==> src/rtl/lut_pkg.sv <==
package lut_pkg;
  typedef logic [7:0] tbl_t;

  localparam logic [3:0] OP_CLEAR = 4'b0000;
  localparam logic [3:0] OP_SET   = 4'b1111;
  localparam logic [3:0] OP_NOT_Y = 4'b0101;
  localparam logic [3:0] OP_MOV_Y = 4'b1010;
  localparam logic [3:0] OP_MOV_X = 4'b1100;
  localparam logic [3:0] OP_AND   = 4'b1000;
  localparam logic [3:0] OP_OR    = 4'b1110;
  localparam logic [3:0] OP_XOR   = 4'b0110;
  localparam logic [3:0] OP_ANDN  = 4'b0100;  // x & ~y
  localparam logic [3:0] OP_NANDR = 4'b0010;  // y & ~x
endpackage

==> src/rtl/lut_tbl_bcast.sv <==
module lut_tbl_bcast
  import lut_pkg::*;
#(
  parameter int N_GROUPS = 8
) (
  input  tbl_t tbl_i,
  input  logic mode3_i,
  output tbl_t grp_tbl_o [N_GROUPS]
);
  tbl_t tbl_eff;

  // zero upper nibble in 2-input mode so unused lanes do not toggle
  always_comb begin
    tbl_eff = tbl_i;
    if (!mode3_i) tbl_eff[7:4] = 4'b0000;
  end

  for (genvar g = 0; g < N_GROUPS; g++) begin : g_grp
    assign grp_tbl_o[g] = tbl_eff;
  end
endmodule

==> src/rtl/lut_bit_mux.sv <==
module lut_bit_mux
  import lut_pkg::*;
(
  input  tbl_t tbl_i,
  input  logic mode3_i,
  input  logic x_i,
  input  logic y_i,
  input  logic z_i,
  output logic r_o
);
  logic [1:0] pair;
  logic       sel4;

  // first level: {x,y} picks a pair (3-input) or a single bit (2-input)
  always_comb begin
    unique case ({x_i, y_i})
      2'b00:   begin pair = tbl_i[1:0]; sel4 = tbl_i[0]; end
      2'b01:   begin pair = tbl_i[3:2]; sel4 = tbl_i[1]; end
      2'b10:   begin pair = tbl_i[5:4]; sel4 = tbl_i[2]; end
      default: begin pair = tbl_i[7:6]; sel4 = tbl_i[3]; end
    endcase
  end

  assign r_o = mode3_i ? (z_i ? pair[1] : pair[0]) : sel4;
endmodule

==> src/rtl/lut_logic_unit.sv <==
module lut_logic_unit
  import lut_pkg::*;
#(
  parameter int DATA_W  = 64,
  parameter int GROUP_W = 8
) (
  input  logic              clk_i,
  input  logic              rst_ni,
  input  logic              valid_i,
  input  logic              mode3_i,
  input  logic [7:0]        table_i,
  input  logic [DATA_W-1:0] x_i,
  input  logic [DATA_W-1:0] y_i,
  input  logic [DATA_W-1:0] z_i,
  output logic [DATA_W-1:0] result_o,
  output logic              valid_o
);
  localparam int N_GROUPS = DATA_W / GROUP_W;

  tbl_t              grp_tbl [N_GROUPS];
  logic [DATA_W-1:0] res_d;
  logic [DATA_W-1:0] res_q;
  logic              vld_q;

  lut_tbl_bcast #(.N_GROUPS(N_GROUPS)) u_bcast (
    .tbl_i     (table_i),
    .mode3_i   (mode3_i),
    .grp_tbl_o (grp_tbl)
  );

  for (genvar i = 0; i < DATA_W; i++) begin : g_bit
    lut_bit_mux u_mux (
      .tbl_i   (grp_tbl[i / GROUP_W]),
      .mode3_i (mode3_i),
      .x_i     (x_i[i]),
      .y_i     (y_i[i]),
      .z_i     (z_i[i]),
      .r_o     (res_d[i])
    );
  end

  always_ff @(posedge clk_i or negedge rst_ni) begin
    if (!rst_ni) begin
      res_q <= '0;
      vld_q <= 1'b0;
    end else begin
      vld_q <= valid_i;
      if (valid_i) res_q <= res_d;
    end
  end

  assign result_o = res_q;
  assign valid_o  = vld_q;
endmodule

==> config.mk <==
export PLATFORM = sky130hd
export DESIGN_NAME = lut_logic_unit
export DESIGN_NICKNAME = d
export VERILOG_FILES = /design/src/rtl/lut_pkg.sv /design/src/rtl/lut_tbl_bcast.sv /design/src/rtl/lut_bit_mux.sv /design/src/rtl/lut_logic_unit.sv
export SDC_FILE = /design/constraint.sdc
export NUM_CORES = 1
export LEC_CHECK = 0
export ABC_AREA = 1
export CORE_MARGIN = 2
export CORE_UTILIZATION = 40
export CTS_BUF_LIST = sky130_fd_sc_hd__clkbuf_16
export DETAILED_ROUTE_END_ITERATION = 10
export PLACE_DENSITY = 0.66
export SLEW_MARGIN = 20
export SYNTH_ARGS = -nofsm -noshare
export SYNTH_HDL_FRONTEND = slang
export SYNTH_SLANG_ARGS = --single-unit
==> constraint.sdc <==
create_clock -name clk_i -period 1.8 [get_ports clk_i]
set_input_delay 0.36 -clock clk_i [delete_from_list [all_inputs] [get_ports clk_i]]
set_output_delay 0.36 -clock clk_i [all_outputs]
set_load 0.02 [all_outputs]
* Word-level counts from Yosys, hierarchy flattened
Index checks and enable logic that the tools add are counted.
** Word-level totals
- Register bits :: 65
- Bits in latches :: 0
- RAM bits :: 0
- Memory bits (read-only) :: 0
- Input bits :: 204
- Output and inout port bits :: 65
- Logic and storage cells :: 450
- Memories kept :: 0
** Operators by class
- Add/sub/neg operators :: 0
- Multipliers :: 0
- Divide/modulo/power cells :: 0
- Order comparisons :: 0
- Equal/unequal tests :: 128
- Shifts and indexed selects :: 0
- Muxes and demuxes :: 256
- Bitwise logic cells :: 0
- Reductions and logical operators :: 64
** Operators by type and width (number)
- $pmux W2 S3 :: 64
- $pmux W1 S3 :: 64
- $eq A2 B1 Y1 const B :: 64
- $eq A2 B2 Y1 const B :: 64
- $logic_not A2 Y1 :: 64
- $mux W1 :: 128

* Logic depth before layout (Yosys ltp)
Gate-level depths: netlist (run 1).
- Depth in word-level cells :: 4
- Depth in mapped cells :: 10
- Depth with buffers taken out :: 9

* Cells and area by module
From an unflattened synthesis (run 1), not the netlist that was laid out.
** Second synthesis, totals
- Cells, all modules :: 2195
- Area total of the unflattened synthesis :: 11279.6 µm²
** Modules (own cells, without submodules)
- lut_bit_mux :: instances 64, cells an instance 29, area each 130.1 µm², seq. area each 0.0 µm²
- lut_logic_unit :: instances 1, cells an instance 271, area each 2471.1 µm², seq. area each 1626.6 µm²
- lut_tbl_bcast :: instances 1, cells an instance 68, area each 480.5 µm², seq. area each 0.0 µm²

* Worst setup path after synthesis (run 1)
Ideal clock, no wire load.
- Kind :: input to register
- From :: input port table_i[1]
- To :: register res_q[30] (netlist: result_o[30])
- Setup time :: 0.122 ns
- Data arrival time :: 1.121 ns
- Data required time :: 1.678 ns
- Path slack :: 0.556 ns
- Stages on the path :: 7
- Buffers on the path :: 3
- Path through :: buf_4 -> buf_6 -> buf_6 -> o21ai_1 -> nand3_1 -> a21oi_1 -> a21oi_1
** On the way
- Word-level cells in the longest chain between the ends :: 3
- Elaborated cells between the ends (all ways) :: 4
- Those cells by class :: mux: 4
** RTL lines
- start: declaration :: RTL line lut_logic_unit.sv:11 : input logic [7:0] table_i,
- $pmux W2 S3 :: RTL line lut_bit_mux.sv:16 : unique case ({x_i, y_i})
- $mux W1 :: RTL line lut_bit_mux.sv:24 : assign r_o = mode3_i ? (z_i ? pair[1] : pair[0]) : sel4;
- $mux W1 * :: RTL line lut_bit_mux.sv:24
- end signal: assignment :: RTL line lut_logic_unit.sv:48 : if (valid_i) res_q <= res_d;
- end: declaration :: RTL line lut_logic_unit.sv:22 : logic [DATA_W-1:0] res_q;
Every way passes the cells marked *; elsewhere a longest branch is shown, timed or not.
A chain may end at the register's enable or synchronous reset.

* Final worst setup path (run 1)
- From :: register res_q[33] (netlist: result_o[33])
- To :: output port result_o[33]
** RTL lines
- end: declaration :: RTL line lut_logic_unit.sv:15 : output logic [DATA_W-1:0] result_o,
No word-level cell between the ends.

==> reports/metrics.csv, run 1 <==
stage;metric;value;unit
timing;fin_crit;1.739;ns
floorplanning;io_pins;269;
synthesis;async_flop_share;1.000;
floorplanning;start_util;0.4065;
timing;setup_viol;0;
synthesis;yosysMostFrequentCell;nand3_1;
synthesis;ys_top_cells_by_count;nand3_1 (609), nand2_1 (519), inv_1 (157), nor2_1 (133), o21ai_0 (99);
clock_network;cts-buffers-inserted;9;
power_and_ir_drop;power_switching;2.791;mW
detailed_routing;drc;0;
grt;grt_max_degree;63;
timing;slew_headroom;0.7383;
setup_path;start_kind;flop;
setup_path;critical_path_class;reg2out;
floorplanning;dieArea;26890;um2
timing;hold_viol;0;
synthesis;syn_nets;2138;
timing;skew;0;ns
grt;grt_pass1_wl;62.74;mm
clock_network;root_buffer;clkbuf_16;
grt;antenna_found_initial;1;
timing;tightest_slew;0.3926;ns
clock_network;cts_resized;0;
power_and_ir_drop;swShare;0.3994;
setup_path;critPathMaxStageDelay;0.63;ns
clock_network;cts_buffer_depth;2;
grt;overflow;0;
synthesis;synth_warnings;0;
power_and_ir_drop;ir_drop;0.3908;mV
layout;multiInputGateArea;7232;um2
setup_path;cp.arrival;1.38;ns
clock_network;tritoncts;built;
power_and_ir_drop;intPower;4.196;mW
timing;finalMaxSlewViolations;0;
clock_network;cts.clk_slew.worst_paths;0.06;ns
clock_network;cts_sinks;65;
floorplanning;coreArea;25180;um2
detailed_routing;postRouteAntennaNets;0;
setup_path;crit_fanout;2;
place;numPortBuffers;268;
layout;nFillCells;2547;
setup_path;cp_slowest_cell;clkdlybuf4s50_1;
synthesis;yosysTopAreaCell;nand3_1;
timing;grt_setup_unrepaired;false;
synthesis;synth_area_leaders;nand3_1 (30%), nand2_1 (19%), dfrtp_1 (16%);
floorplanning;std_cell_rows;58;
grt;first_global_vias;12912;
timing;post-route-period-util;0.9661;
setup_path;path_delay_family;buffers and inverters;
floorplanning;die_w;164.0;um
synthesis;netlist_area;10240;um2
power_and_ir_drop;power_leakage;6.701;nW
synthesis;syn_inst;1934;
clock_network;clk_latency;0.34;ns
power_and_ir_drop;p_comb_frac;0.486;
detailed_routing;drt_wl_total;38.60;mm
power_and_ir_drop;seqPwrFrac;0.255;
synthesis;yosys_most_used_dff;dfrtp_1;
place;place_hpwl;26.61;mm
power_and_ir_drop;powerDensity;510.6;nW/um2
setup_path;path_buf_inv;1;
power_and_ir_drop;p_clk_frac;0.259;
job;max_cap_viol_count;0;
setup_path;worstPathCellList;clkdlybuf4s50_1;
run_status;status;finished clean;
timing;finalSetupTns;0;ns
layout;area_growth;33.69;%
synthesis;synth.distinct_cells;22;
worst_hold_path;min_path_type;in2async;
synthesis;ys_seq_area_frac;0.1589;
grt;grtUsageTotal;0.2853;
layout;fin_nets;2344;
floorplanning;die_h;164.0;um
synthesis;synth_edf_count;0;
setup_path;endpoint_kind;output pin;
power_and_ir_drop;total_power;6.987;mW
clock_network;h-tree-depth;3;
detailed_routing;dr.pass1.iters;6;
layout;drive_gt1_frac;0.04944;
place;gp_congestion;0.8308;
setup_path;critPathRequiredTime;1.44;ns
detailed_routing;vias;14025;
synthesis;synth_top_area_share;0.2978;
detailed_routing;routed_via_density;5.664;
timing;fmax;575.0;MHz
synthesis;synth_seq_cells;65;
detailed_routing;wl_per_cell;15.59;um
layout;area.sequential;1627;um2
detailed_routing;drt_iter0_markers;1385;
synthesis;avgSynthCellArea;5.293;um2
timing;hold_ws;0.4754;ns
## cell families (layout without fill, tap and decap cells)
logic type,after synthesis,after routing,share of synthesized area
AOI/OAI and AO/OA,245,245,0.1409
buffers and inverters,316,526,0.1346
DFF,65,65,0.1589
other,0,2,0
and+or+nand+nor,1308,1308,0.5656
## layout by cell type, fill, tap and decap left out
cell,netlist,final
o21ai_0,99,99
nand4_1,47,47
nand3_1,609,609
clkbuf_16,0,9
buf_12,0,20
dfrtp_1,65,65
bufinv_16,0,1
o21ai_1,10,10
o21bai_1,6,6
inv_2,1,1
a21oi_1,22,22
o211ai_1,6,6
diode_2,0,2
dlygate4sd3_1,0,1
inv_1,157,157
nand2_1,519,519
nor2_1,133,133
clkdlybuf4s50_1,0,259
clkinv_1,1,3
inv_4,1,2
o21a_1,47,47
buf_4,9,67
clkinv_2,0,2
a31oi_1,55,55
buf_2,72,4
## what timing repair did
action,CTS,global route
hold buffers,1,0
hold endpoints to repair,18,0
buffers inserted,0,0
## power groups by stage
stage / combinational, mW / sequential (mW) / clock [mW]
final: 3.39 / 1.78 / 1.81
after global placement: 3.32 / 1.81 / 0
after floorplan: 1.64 / 2.02 / 0
after CTS: 3.39 / 1.78 / 1.86
after global routing: 3.76 / 1.80 / 1.91
after detailed placement: 3.37 / 1.80 / 0
## sequential cells by signal, indices dropped and copies added (netlist names)
| signal | flops |
|---|---|
| result_o | 64 |
| valid_o | 1 |
## area by class of cell
class,count,area share
Multi-Input combinational cell,1553,0.5285
Timing Repair Buffer,351,0.2577
Sequential cell,65,0.1189
Inverter,160,0.04425
Tap cell,330,0.03017
Clock buffer,9,0.01646
Clock inverter,6,0.003749
Antenna cell,2,0.0003657
## per-stage QoR
step,util,setup WS [ns],cell area [um2],std cells
final,0.5434,0.06098,13680,2476
after global routing,0.5433,0.03061,13680,2475
after CTS,0.5432,0.05088,13680,2474
after detailed placement,0.5318,0.01255,13390,2458
after global placement,0.5318,0.04789,13390,2458
after floorplan,-,0.5564,10240,1934
## final timing paths
| check | endpoint | slack (ns) | startpoint | cells after the start |
|---|---|---|---|---|
| hold reg to reg | result_o[19]$_DFFE_PN0P_ | 0.48 | result_o[19]$_DFFE_PN0P_ | 2 |
| max in group asynchronous | result_o[6]$_DFFE_PN0P_ | 0.78 | rst_ni | 3 |
| hold / removal | result_o[32]$_DFFE_PN0P_ | 0.48 | rst_ni | 2 |
| setup / recovery | result_o[33] | 0.06 | result_o[33]$_DFFE_PN0P_ | 1 |
| setup reg to reg | result_o[33]$_DFFE_PN0P_ | 1.14 | result_o[33]$_DFFE_PN0P_ | 2 |
| min in group clk_i | result_o[19]$_DFFE_PN0P_ | 0.48 | result_o[19]$_DFFE_PN0P_ | 2 |
## metal layers
layer | track usage | vias up | routed length (um)
met5 | 0 | - | 0
met4 | 0.1037 | 0 | 959
met3 | 0.04192 | 79 | 3038
met2 | 0.4786 | 608 | 17990
met1 | 0.3716 | 6377 | 16620
li1 | - | 6961 | -
(Power assumes the default switching activity.)
==> run 2, diff against run 1 <==
--- a/config.mk
+++ b/config.mk
@@ -6,11 +6,13 @@
 export NUM_CORES = 1
 export LEC_CHECK = 0
 export ABC_AREA = 1
+export CELL_PAD_IN_SITES_DETAIL_PLACEMENT = 0
+export CELL_PAD_IN_SITES_GLOBAL_PLACEMENT = 1
 export CORE_MARGIN = 2
-export CORE_UTILIZATION = 40
+export CORE_UTILIZATION = 36
 export CTS_BUF_LIST = sky130_fd_sc_hd__clkbuf_16
 export DETAILED_ROUTE_END_ITERATION = 10
-export PLACE_DENSITY = 0.66
+export PLACE_DENSITY = 0.87
 export SLEW_MARGIN = 20
 export SYNTH_ARGS = -nofsm -noshare
 export SYNTH_HDL_FRONTEND = slang
==> run 2 against run 1 <==
  * Non-clock buffer count grew 16
  * Routed wire length grew 4.1%
  * Sequential cell count is the same
  * Sequential power is essentially flat
  * Clock power shrank 4%
  * Critical path depth is the same
  * Global-route usage shrank 2.5 points
  * Register-to-register slack is essentially flat
  * Design area grew 1.5%
  * Setup slack lost 0.0095 ns
  * Sequential share of layout area shrank 0.18 points
  * Final cell count grew 2.7%
==> reports/metrics.csv, run 2 (synthesized netlist as in run 1, its figures left out) <==
stage;metric;value;unit;change
timing;setup_viol;0;;unchanged
clock_network;cts_resized;0;;unchanged
grt;met1_usage;0.3424;;-0.02913
setup_path;crit_fanout;2;;unchanged
layout;drive_gt1_frac;0.05784;;+0.008403
worst_hold_path;min_path_type;in2reg;;
timing;slew_headroom;0.6706;;-0.06770
layout;area_growth;35.72;%;
power_and_ir_drop;seqPwrFrac;0.255;;about the same
clock_network;cts_sinks;65;;unchanged
floorplanning;coreArea;27860;um2;+11%
timing;finalMaxSlewViolations;0;;unchanged
timing;fmax;571.9;MHz;-0.54%
job;max_cap_viol_count;0;;unchanged
setup_path;cp_slowest_cell;clkdlybuf4s50_1;;
timing;post-route-period-util;0.9714;;+0.005281
setup_path;cp.arrival;1.39;ns;about the same
timing;tightest_slew;0.4942;ns;+0.1016 ns
detailed_routing;postRouteAntennaNets;0;;unchanged
setup_path;critical_path_class;reg2out;;
layout;layout_commonest_cell;nand3_1;;
timing;finalSetupTns;0;ns;unchanged
grt;grt_use_met3;0.04749;;+0.005574
grt;antenna_found_initial;4;;+3
clock_network;root_buffer;clkbuf_16;;
detailed_routing;drc;0;;unchanged
detailed_routing;vias;14089;;+0.46%
floorplanning;start_util;0.3674;;-0.03905
power_and_ir_drop;power_switching;2.876;mW;+3.0%
place;gp_congestion;0.8383;;+0.90%
power_and_ir_drop;ir_drop;0.4493;mV;+15%
detailed_routing;wl_per_cell;15.81;um;+1.4%
detailed_routing;routed_via_density;5.542;;-2.2%
power_and_ir_drop;power_leakage;6.783;nW;+1.2%
clock_network;clk_latency;0.35;ns;about the same
setup_path;critPathMaxStageDelay;0.63;ns;about the same
place;place_area;13610;um2;+1.6%
grt;first_global_vias;12887;;-0.19%
floorplanning;std_cell_rows;61;;+5.2%
run_status;status;finished clean;;
power_and_ir_drop;intPower;4.099;mW;-2.3%
place;pre_cts_ws;0.02188;ns;+0.009331 ns
setup_path;critPathRequiredTime;1.44;ns;about the same
layout;nFillCells;2867;;+13%
clock_network;cts.clk_slew.worst_paths;0.06;ns;about the same
clock_network;h-tree-depth;3;;unchanged
clock_network;cts_setup_buffers;0;;unchanged
power_and_ir_drop;total_power;6.975;mW;-0.18%
layout;fin_nets;2360;;+0.68%
detailed_routing;dr.pass1.iters;6;;unchanged
layout;multiInputGateArea;7232;um2;unchanged
floorplanning;die_h;172.6;um;+5.3%
power_and_ir_drop;swShare;0.4123;;+0.01288
timing;skew;0;ns;unchanged
place;place_hpwl;27.75;mm;+4.3%
grt;grt.busiest_layer;met2;;
detailed_routing;drt_wl_total;40.20;mm;+4.1%
grt;grt_pass1_wl;64.85;mm;+3.4%
layout;largest_register_ffs;64;;unchanged
timing;layout_setup_ws;0.05148;ns;-0.009505 ns
setup_path;path_delay_family;buffers and inverters;;
floorplanning;io_pins;269;;unchanged
grt;overflow;0;;unchanged
detailed_routing;drt_iter0_markers;1449;;+4.6%
power_and_ir_drop;p_comb_frac;0.495;;+0.009
power_and_ir_drop;powerDensity;502.1;nW/um2;-1.7%
setup_path;r2r_slack;1.14;ns;about the same
grt;use_met2;0.4332;;-0.04538
grt;grt_max_degree;60;;-4.8%
floorplanning;dieArea;29800;um2;+11%
layout;area.sequential;1627;um2;unchanged
floorplanning;die_w;172.6;um;+5.3%
place;numPortBuffers;268;;unchanged
layout;final_cell_area;13890;um2;+1.5%
grt;grtUsageTotal;0.2605;;-0.02477
power_and_ir_drop;p_clk_frac;0.250;;-0.009
clock_network;cts-buffers-inserted;9;;unchanged
setup_path;worstPathCellList;clkdlybuf4s50_1;;
timing;fin_crit;1.749;ns;+0.009505 ns
setup_path;endpoint_kind;output pin;;
layout;final_cell_mix;nand3_1 (609), nand2_1 (519), clkdlybuf4s50_1 (259);;
setup_path;path_buf_inv;1;;unchanged
timing;hold_viol;0;;unchanged
timing;grt_setup_unrepaired;false;;
clock_network;tritoncts;built;;
setup_path;start_kind;flop;;
clock_network;cts_buffer_depth;2;;unchanged
## run 2: changes by cell type in the layout (fill, tap and decap cells not counted), sizes merged
cell and delta:
buf +16, clkinvlp +2, bufinv -1, diode +1
## run 2: final timing paths
check | start | to | cells after the start
worst max-delay path | result_o[38]$_DFFE_PN0P_ | result_o[38] | 1
worst min-delay path | mode3_i | result_o[52]$_DFFE_PN0P_ | 4
worst max register to register | result_o[42]$_DFFE_PN0P_ | result_o[42]$_DFFE_PN0P_ | 2
worst min register to register | result_o[23]$_DFFE_PN0P_ | result_o[23]$_DFFE_PN0P_ | 2
max in group asynchronous | rst_ni | result_o[6]$_DFFE_PN0P_ | 3
min in group asynchronous | rst_ni | result_o[41]$_DFFE_PN0P_ | 2
## run 2: layer usage
metal | up-vias | part of all wire
met1 | 6424 | 0.44
met3 | 68 | 0.082
met4 | 2 | 0.021
met5 | - | 0.00032
met2 | 600 | 0.46
li1 | 6995 | -
## run 2: worst min-delay path, delay by kind of cell
kind | cells | cell delay, ns
and+or+nand+nor | 3 | 0.19
buffers and inverters | 1 | 0.18
## run 2: per-stage QoR
stage                     instances  hold slack (ns)    util
after floorplan                1934          0.06441       -
after global placement         2522           0.2824  0.4886
after detailed placement       2522           0.2865  0.4886
after CTS                      2539           0.4212  0.4984
after global routing           2542           0.4627  0.4987
final                          2542           0.4293  0.4987
## run 2: timing repair
action | in CTS | in global routing
hold buffers | 1 | 0
setup endpoints to repair | 0 | 0
endpoints found under the hold margin | 17 | 0
## run 2: power groups by stage
stage | clock [mW] | sequential [mW] | combinational [mW]
after global routing | 1.82 | 1.80 | 3.81
after detailed placement | 0 | 1.80 | 3.43
after floorplan | 0 | 2.02 | 1.64
after CTS | 1.78 | 1.78 | 3.44
final | 1.74 | 1.78 | 3.45
after global placement | 0 | 1.81 | 3.38
## run 2: area by class of cell
type	instances	share of cell area
Multi-Input combinational cell	1553	0.5206
Timing Repair Buffer	367	0.2652
Sequential cell	65	0.1171
Inverter	160	0.04359
Tap cell	378	0.03404
Clock buffer	9	0.01621
Clock inverter	7	0.002792
Antenna cell	3	0.0005404
